### config.mk
export PLATFORM = sky130hd
export DESIGN_NAME = aging_mode_ctrl
export DESIGN_NICKNAME = d
export VERILOG_FILES = /design/src/rtl/aging_pkg.sv /design/src/rtl/aging_flag_tally.sv /design/src/rtl/aging_window_judge.sv /design/src/rtl/aging_mode_hold.sv /design/src/rtl/aging_mode_ctrl.sv
export SDC_FILE = /design/constraint.sdc
export NUM_CORES = 1
export LEC_CHECK = 0
export BUFFER_PORTS_ARGS = -buffer_cell sky130_fd_sc_hd__buf_4
export CORE_MARGIN = 8
export CORE_UTILIZATION = 50
export CTS_CLUSTER_SIZE = 16
export DETAILED_ROUTE_END_ITERATION = 12
export PLACE_DENSITY = 0.76
export REMOVE_ABC_BUFFERS = 1
export SLEW_MARGIN = 10
export SYNTH_ARGS = -nofsm -noshare
export SYNTH_HDL_FRONTEND = slang
export SYNTH_SLANG_ARGS = --single-unit
### constraint.sdc
create_clock -name clk_i -period 3 [get_ports clk_i]
set_input_delay 0.6 -clock clk_i [delete_from_list [all_inputs] [get_ports clk_i]]
set_output_delay 0.6 -clock clk_i [all_outputs]
set_load 0.1 [all_outputs]
### src/rtl/aging_pkg.sv
package aging_pkg;

    localparam int unsigned CNT_W = 8;

    typedef enum logic {
        MODE_CONV   = 1'b0,
        MODE_BORROW = 1'b1
    } cap_mode_e;

    function automatic logic [CNT_W-1:0] sat_inc(input logic [CNT_W-1:0] v);
        return (&v) ? v : v + 1'b1;
    endfunction

endpackage

### src/rtl/aging_flag_tally.sv
module aging_flag_tally
    import aging_pkg::*;
#(
    parameter int unsigned NUM_SENSORS = 4
) (
    input  logic                         clk_i,
    input  logic                         rst_ni,
    input  logic                         clr_i,
    input  logic                         valid_i,
    input  logic [NUM_SENSORS-1:0]       flags_i,
    output logic                         hit_o,
    output logic [NUM_SENSORS*CNT_W-1:0] cnt_o
);

    typedef struct packed {
        logic [NUM_SENSORS-1:0][CNT_W-1:0] cnt;
    } tally_t;

    tally_t st_d, st_q;

    assign hit_o = valid_i & (|flags_i);

    always_comb begin
        st_d = st_q;
        if (clr_i) begin
            st_d = '0;
        end else if (valid_i) begin
            for (int i = 0; i < NUM_SENSORS; i++) begin
                if (flags_i[i]) begin
                    st_d.cnt[i] = sat_inc(st_q.cnt[i]);
                end
            end
        end
    end

    always_ff @(posedge clk_i or negedge rst_ni) begin
        if (!rst_ni) begin
            st_q <= '0;
        end else begin
            st_q <= st_d;
        end
    end

    for (genvar g = 0; g < NUM_SENSORS; g++) begin : g_out
        assign cnt_o[g*CNT_W +: CNT_W] = st_q.cnt[g];
    end

endmodule

### src/rtl/aging_window_judge.sv
module aging_window_judge #(
    parameter int unsigned WIN_W = 8
) (
    input  logic             clk_i,
    input  logic             rst_ni,
    input  logic             clr_i,
    input  logic             valid_i,
    input  logic             hit_i,
    input  logic [WIN_W-1:0] len_i,
    input  logic [WIN_W-1:0] thr_i,
    output logic             trip_o,
    output logic [WIN_W-1:0] samp_o,
    output logic [WIN_W-1:0] hits_o
);

    localparam int unsigned EXT_W = WIN_W + 1;

    typedef struct packed {
        logic [WIN_W-1:0] samp;
        logic [WIN_W-1:0] hits;
    } win_t;

    win_t st_d, st_q;

    logic [EXT_W-1:0] n_eff;
    logic [EXT_W-1:0] total;
    logic [EXT_W-1:0] taken;
    logic             closing;

    always_comb begin
        n_eff   = (len_i == '0) ? EXT_W'(1) : {1'b0, len_i};
        total   = {1'b0, st_q.hits} + EXT_W'(hit_i);
        taken   = {1'b0, st_q.samp} + EXT_W'(1);
        closing = valid_i && !clr_i && (taken >= n_eff);
        trip_o  = closing && (total >= {1'b0, thr_i});

        st_d = st_q;
        if (clr_i) begin
            st_d = '0;
        end else if (valid_i) begin
            if (closing) begin
                st_d = '0;
            end else begin
                st_d.samp = taken[WIN_W-1:0];
                st_d.hits = total[WIN_W-1:0];
            end
        end
    end

    always_ff @(posedge clk_i or negedge rst_ni) begin
        if (!rst_ni) begin
            st_q <= '0;
        end else begin
            st_q <= st_d;
        end
    end

    assign samp_o = st_q.samp;
    assign hits_o = st_q.hits;

endmodule

### src/rtl/aging_mode_hold.sv
module aging_mode_hold
    import aging_pkg::*;
#(
    parameter int unsigned NUM_STAGES = 6
) (
    input  logic                  clk_i,
    input  logic                  rst_ni,
    input  logic                  clr_i,
    input  logic                  trip_i,
    output logic                  mode_o,
    output logic [NUM_STAGES-1:0] sel_o
);

    typedef struct packed {
        cap_mode_e mode;
        logic      sel;
    } hold_t;

    hold_t st_d, st_q;

    always_comb begin
        st_d     = st_q;
        st_d.sel = (st_q.mode == MODE_BORROW);
        if (trip_i) begin
            st_d.mode = MODE_BORROW;
        end
        if (clr_i) begin
            st_d = '0;
        end
    end

    always_ff @(posedge clk_i or negedge rst_ni) begin
        if (!rst_ni) begin
            st_q <= '0;
        end else begin
            st_q <= st_d;
        end
    end

    assign mode_o = (st_q.mode == MODE_BORROW);

    for (genvar s = 0; s < NUM_STAGES; s++) begin : g_stage
        if (s == 0 || s == NUM_STAGES - 1) begin : g_edge
            assign sel_o[s] = 1'b0;
        end else begin : g_mid
            assign sel_o[s] = st_q.sel;
        end
    end

endmodule

### src/rtl/aging_mode_ctrl.sv
module aging_mode_ctrl
    import aging_pkg::*;
#(
    parameter int unsigned NUM_SENSORS = 4,
    parameter int unsigned NUM_STAGES  = 6,
    parameter int unsigned WIN_W       = 8
) (
    input  logic                         clk_i,
    input  logic                         rst_ni,
    input  logic [NUM_SENSORS-1:0]       flag_i,
    input  logic                         flag_valid_i,
    input  logic [WIN_W-1:0]             win_len_i,
    input  logic [WIN_W-1:0]             thresh_i,
    input  logic                         clear_i,
    output logic                         tb_mode_o,
    output logic [NUM_STAGES-1:0]        stage_sel_o,
    output logic [NUM_SENSORS*CNT_W-1:0] sensor_hits_o,
    output logic [WIN_W-1:0]             win_hits_o,
    output logic [WIN_W-1:0]             samples_o
);

    logic hit;
    logic trip;

    aging_flag_tally #(
        .NUM_SENSORS(NUM_SENSORS)
    ) u_tally (
        .clk_i  (clk_i),
        .rst_ni (rst_ni),
        .clr_i  (clear_i),
        .valid_i(flag_valid_i),
        .flags_i(flag_i),
        .hit_o  (hit),
        .cnt_o  (sensor_hits_o)
    );

    aging_window_judge #(
        .WIN_W(WIN_W)
    ) u_judge (
        .clk_i  (clk_i),
        .rst_ni (rst_ni),
        .clr_i  (clear_i),
        .valid_i(flag_valid_i),
        .hit_i  (hit),
        .len_i  (win_len_i),
        .thr_i  (thresh_i),
        .trip_o (trip),
        .samp_o (samples_o),
        .hits_o (win_hits_o)
    );

    aging_mode_hold #(
        .NUM_STAGES(NUM_STAGES)
    ) u_hold (
        .clk_i (clk_i),
        .rst_ni(rst_ni),
        .clr_i (clear_i),
        .trip_i(trip),
        .mode_o(tb_mode_o),
        .sel_o (stage_sel_o)
    );

endmodule

==> metrics, run 1 <==
Setup-failing EPs final=0; CP Capture Point=u_hold.mode_o$_DFFE_PN0P_; total congestion overflow=0; first-pass GRT wire length=13400 um; slew of the pin with the lowest slew margin=0.675 ns; clk slew on worst S/H paths=0.09 ns; Max-slew headroom=54.9%; Gate power share=between 15 and 20%; Pwr per Cell Area=around 370 nW/um2; synthesis-stage register bit count=50; Max Clock Skew=between 0.01 and 0.015 ns; clk sinks=50; worst reg2reg path startpoint=u_judge.samp_o[0]$_DFFE_PN0P_; DRT iter0 DRCs=112; final worst-path cycle share=96.7%; Max Buffers Root-to-Sink=2; Async SR Flop Fraction=between 90% and 100%; nets=467; Final Slew Violations=0; worst-path maximum fanout=3; Cell Int Power=about 1.0 mW; CP required=~3.2 ns; Place WS=-0.256 ns; Worst R2R Path Depth=10; PortBufs=76; CP endpoint kind=register; Max VDD drop=approximately 0.00029 V; Synth area leaders=dfrtp_1 39%, ha_1 9.1%, xor2_1 5.0%, nor2_1 4.7%, xnor2_1 4.4%; Yosys warning total=0; Die Wd=95.6 um; Clock power frac=a little over a third; vias per cell=about 5.6; CTS root buf=clkbuf_8; Primary FF master, synth=dfrtp_1; reg2reg setup slack=0.12 ns; vias in the first global route=around 2800; Hold WC Path Type=primary input to async pin; Gate Count Post-Synth=approximately 340; GRT Resource Usage Total=a little under a fifth; worst setup slack after layout=between 0.09 and 0.1 ns; First-pass DRT Iterations=4; Seq/Total Area, Yosys=39.5%; Worst Setup SP=flag_i[1]; routed len/inst=16.2 um; Max-cap violations=0; worst hold slack=slightly above 0.3 ns; Cell variety after synth=53; Avg Synthesized Cell Area=~9.4 um2; RSZ-0062 raised after global routing=no; H-tree depth=2; number of synthesized flops with an enable pin=0; startpoint types=primary input; critical path arrival=3.08 ns; layout cells sized above 1=26.6%; Leak=2.00 nW; mapped cell area=3170 um2; outcome=completed; Post-CTS Setup Inserts=0; die area=9150 um2; cell repeated most along the worst path=ha_1; final WL=around 8000 um; clock latency on the worst-skew pair=0.31 ns; largest net degree at the start of global routing=51; Ports=79; initial cell density of the core=50.8%; Sequential Power Share=47.7%; ANT cells=0; CP max stage cell=o41a_1; FMAX=0.345 GHz; Yosys top cell area share=between 30% and 40%; sw power=0.432 mW; DRC=0; CTS Hold Buffers Added=0; post-cts resize count=0; Final HPWL DP=6030 um; antenna violations before repair=0; Routed Antenna Nets=0; Core Box Area=approximately 6200 um2; total chip power=1.47 mW; TritonCTS buffer count=5; Filler cells=approximately 540; Hold Vio Cnt, Final=0; row cnt=29; reg-to-reg endpoint=u_judge.hits_o[5]$_DFFE_PN0P_; Die H=roughly 96 um; Crit path largest cell delay=between 0.4 and 0.5 ns; final worst path period need=just under 3 ns; via count=2764; cell taking the most area after synthesis=dfrtp_1; crit-path cells=buf_4 > o41a_1 > ha_1 > ha_1 > nand3_1 > nor2_1 > xor2_1 > ha_1 > and3_1 > a2111o_1 > a311oi_2 > a2111oi_2; kind of critical path=primary input to register; Layout area overhead=25.7%; TritonCTS clock tree=done; GP Congestion=approximately 0.85; Switching Share=29.5%
## final cells by class
cell class	instances	area [um2]	share of cell area [%]
timing repair buffer	90	676	17.0
multi-input combinational	254	1770	44.4
inverter	19	71.3	1.79
sequential	50	1250	31.4
clock inverter	2	38.8	0.973
tap	77	96.3	2.42
clock buffer	6	82.6	2.07
## power groups by stage
stage	Clock (mW)	Combinational (mW)	Sequential [mW]
floorplan	0	0.0770	0.792
global route	0.552	0.276	0.701
CTS	0.520	0.257	0.699
global placement	0	0.250	0.711
finish	0.513	0.254	0.699
detailed placement	0	0.256	0.712
## cell families after synthesis
family                   count (synthesis)  share of synthesized area, %
other                                    1                         0.118
adder cells (fa/ha/maj)                 23                          9.08
multiplexers                             7                          2.25
flip-flops                              50                          39.5
AND/OR/NAND/NOR                        139                          22.5
buffers and inverters                   35                          5.05
AO/OA/AOI/OAI                           49                          12.1
XOR/XNOR                                34                          9.39
## state kept, by name, indices dropped and copies added, names as in the netlist
signal          flops
u_judge.samp_o      8
u_hold.mode_o       1
u_judge.hits_o      8
u_hold.sel_o        1
u_tally.cnt_o      32
## Yosys cell counts, types with 6 or more instances
| cell | count |
|---|---|
| o21ai_0 | 6 |
| nor2b_1 | 8 |
| nor3_1 | 6 |
| dfrtp_1 | 50 |
| and3_1 | 12 |
| mux2i_1 | 6 |
| xnor2_1 | 16 |
| inv_1 | 19 |
| clkbuf_1 | 6 |
| nor2_1 | 40 |
| o31ai_1 | 8 |
| ha_1 | 23 |
| xor2_1 | 18 |
| nand4_1 | 8 |
| a21oi_1 | 13 |
| nand3_1 | 8 |
| nand2_1 | 31 |
## per-layer routing
metal	vias to the layer above	global-route usage, %	wire length (um)
li1	1340	-	-
met1	1338	22.0	3420
met2	80	31.7	3980
met3	6	4.80	593
met4	0	4.23	51
met5	-	0	0
## cell usage in the layout (no fill, tap or decap), types with 5 or more instances in the layout
| master | instances |
|---|---|
| o31ai_1 | 8 |
| nand2_1 | 31 |
| o21ai_0 | 6 |
| nand2b_1 | 5 |
| and3_1 | 12 |
| mux2i_1 | 6 |
| clkbuf_8 | 6 |
| nand4_1 | 8 |
| nor2_1 | 40 |
| dfrtp_1 | 50 |
| nand3_1 | 8 |
| inv_1 | 19 |
| nor2b_1 | 8 |
| a21oi_1 | 13 |
| xnor2_1 | 16 |
| buf_4 | 90 |
| nor3_1 | 6 |
| ha_1 | 23 |
| xor2_1 | 18 |
## critical path, delay by kind of cell
| family | cells | cell delay [ns] |
|---|---|---|
| AND/OR/NAND/NOR | 3 | 0.34 |
| AO/OA/AOI/OAI | 4 | 1.16 |
| adder cells (fa/ha/maj) | 3 | 0.71 |
| XOR/XNOR | 1 | 0.14 |
| buffers and inverters | 1 | 0.12 |
## through the flow
| step | setup TNS [ns] | util (%) | cell area (um2) | instances |
|---|---|---|---|---|
| 2_1_floorplan | -5.34 | - | 3090 | 323 |
| 3_3_place_gp | -0.209 | 61.8 | 3860 | 490 |
| 3_5_place_dp | -0.256 | 61.8 | 3860 | 490 |
| 4_1_cts | 0 | 63.8 | 3980 | 498 |
| 5_1_grt | 0 | 63.9 | 3990 | 498 |
| 6_report | 0 | 63.9 | 3990 | 498 |
## worst min path at each step
stage                             startpoint                            end  slack, ns  depth (start not counted)
3_3_place_gp   u_judge.hits_o[7]$_DFFE_PN0P_  u_judge.hits_o[7]$_DFFE_PN0P_       0.55                          1
2_1_floorplan                         rst_ni      u_hold.mode_o$_DFFE_PN0P_       0.30                          0
6_report                              rst_ni  u_judge.hits_o[5]$_DFFE_PN0P_       0.31                          1
5_1_grt                               rst_ni  u_judge.hits_o[6]$_DFFE_PN0P_       0.36                          1
4_1_cts                               rst_ni  u_tally.cnt_o[29]$_DFFE_PN0P_       0.34                          1
3_5_place_dp   u_judge.hits_o[7]$_DFFE_PN0P_  u_judge.hits_o[7]$_DFFE_PN0P_       0.55                          1
Power figures use the tool's default switching activity.
==> run 2: changes to the inputs <==
--- a/config.mk
+++ b/config.mk
@@ -7,11 +7,9 @@
 export LEC_CHECK = 0
 export BUFFER_PORTS_ARGS = -buffer_cell sky130_fd_sc_hd__buf_4
 export CORE_MARGIN = 8
-export CORE_UTILIZATION = 50
+export CORE_UTILIZATION = 37
 export CTS_CLUSTER_SIZE = 16
 export DETAILED_ROUTE_END_ITERATION = 12
-export PLACE_DENSITY = 0.76
-export REMOVE_ABC_BUFFERS = 1
 export SLEW_MARGIN = 10
 export SYNTH_ARGS = -nofsm -noshare
 export SYNTH_HDL_FRONTEND = slang
==> run 2 against run 1 <==
Net effect:
- sequential power barely moved
- global-route usage shrank 4.8 points
- register-to-register slack better by 0.09 ns
- non-clock buffer count down 2
==> metrics, run 2 (synthesis results as in run 1) <==
outcome=completed; Leak=1.96 nW; Filler cells=818; DRT iter0 DRCs=104; Max VDD drop=0.000175 V; H-tree depth=2; post-cts resize count=0; antenna violations before repair=0; PortBufs=76; routed len/inst=14.9 um; clock latency on the worst-skew pair=0.30 ns; RSZ-0062 raised after global routing=no; final worst path period need=around 2.8 ns; Setup TNS=0 ns; Hold WC Path Type=primary input to async pin; Bufs and invs on worst path=1; startpoint types=primary input; Max-slew headroom=56.9%; First-pass DRT Iterations=4; kind of critical path=primary input to register; nets=465; FMAX=0.356 GHz; Die Wd=109 um; Post-CTS Setup Inserts=0; critical path arrival=about 3.0 ns; Max Clock Skew=0.00602 ns; CP top delay family=compound AO/OA/AOI/OAI gates; Worst R2R Path Depth=10; vias per cell=5.16; most common cell after layout, fill and taps aside=buf_4; largest net degree at the start of global routing=51; Hold Vio Cnt, Final=0; worst-path maximum fanout=2; initial cell density of the core=38.4%; total congestion overflow=0; CTS Hold Buffers Added=0; layout cells sized above 1=29.4%; clk sinks=50; Largest register FFs=32; clk slew on worst S/H paths=0.10 ns; crit-path cells=buf_4 > o41a_1 > ha_2 > ha_4 > nand3_4 > nor2_4 > xor2_1 > ha_1 > and3_1 > a2111o_1 > a311oi_2 > a2111oi_2; final worst-path cycle share=93.6%; Pwr per Cell Area=339 nW/um2; Ports=79; first-pass GRT wire length=12900 um; GP Congestion=0.800; Max-cap violations=0; DRC=0; Critical Path Stages=12; die area=11800 um2; Core Box Area=~8300 um2; CP max stage cell=o41a_1; Multi-input gate area=1830 um2; via count=2705; worst setup slack after layout=0.192 ns; ANT cells=0; Die H=109 um; Crit path largest cell delay=between 0.4 and 0.5 ns; vias in the first global route=approximately 2700; TritonCTS buffer count=5; slew of the pin with the lowest slew margin=0.647 ns; GRT Resource Usage Total=13.4%; CP required=3.18 ns; most frequent cells in the layout=88 x buf_4, 43 x dfrtp_1, 38 x nor2_1; TritonCTS clock tree=done; final WL=between 7000 and 8000 um; CTS root buf=clkbuf_8; CP endpoint kind=register; Layout area overhead=27.4%; Seq. cell area=1260 um2; Final HPWL DP=5870 um; row cnt=33; Setup-failing EPs final=0; Place WS=-0.134 ns; Routed Antenna Nets=0; Final Slew Violations=0; Max Buffers Root-to-Sink=2
-- run 2: metal layers --
metal / share of wire [%] / GRT usage (%) / vias up
met5: 0 / 0 / -
li1: - / - / 1336
met4: 0.69 / 3.23 / 0
met1: 44 / 16.6 / 1309
met2: 48 / 22.5 / 55
met3: 6.5 / 3.93 / 5
-- run 2: worst paths after layout --
check / startpoint / to / slack (ns)
worst max register to register: u_judge.samp_o[0]$_DFFE_PN0P_ / u_judge.samp_o[2]$_DFFE_PN0P_ / 0.21
min in group clk_i: u_judge.hits_o[0]$_DFFE_PN0P_ / u_judge.hits_o[0]$_DFFE_PN0P_ / 0.56
max in group asynchronous: rst_ni / u_judge.samp_o[1]$_DFFE_PN0P_ / 2.21
worst min register to register: u_judge.hits_o[0]$_DFFE_PN0P_ / u_judge.hits_o[0]$_DFFE_PN0P_ / 0.56
worst max-delay path: flag_i[1] / u_hold.mode_o$_DFFE_PN0P_ / 0.19
worst min-delay path: rst_ni / u_hold.sel_o[1]$_DFF_PN0_ / 0.31
-- run 2: power breakdown --
part / total (mW) / internal (mW) / leakage (nW) / switching, mW
registers: 0.701 / 0.685 / 0.682 / 0.0158
clock network: 0.414 / 0.187 / 0.0482 / 0.227
logic: 0.257 / 0.0769 / 1.22 / 0.180
total: 1.37 / 0.949 / 1.96 / 0.422
-- run 2: area by class of cell --
cell class              instances  share of cell area (%)
multi-input cells             254                    45.2
flip-flops and latches         50                    31.2
repair buffers                 88                    16.4
well taps                     105                    3.25
clock buffers                   7                    2.14
inverters                      19                    1.77
clock inverters                 1                   0.124
-- run 2: per-stage QoR --
step	hold slack [ns]	cell area [um2]	cells	utilization, %	power [mW]
after detailed placement	0.550	3940	516	47.7	0.974
final	0.313	4040	524	48.9	1.37
after floorplan	0.304	3240	339	-	0.887
after global routing	0.382	4040	524	48.9	1.44
after global placement	0.538	3940	516	47.7	0.969
after CTS	0.343	4030	524	48.8	1.40
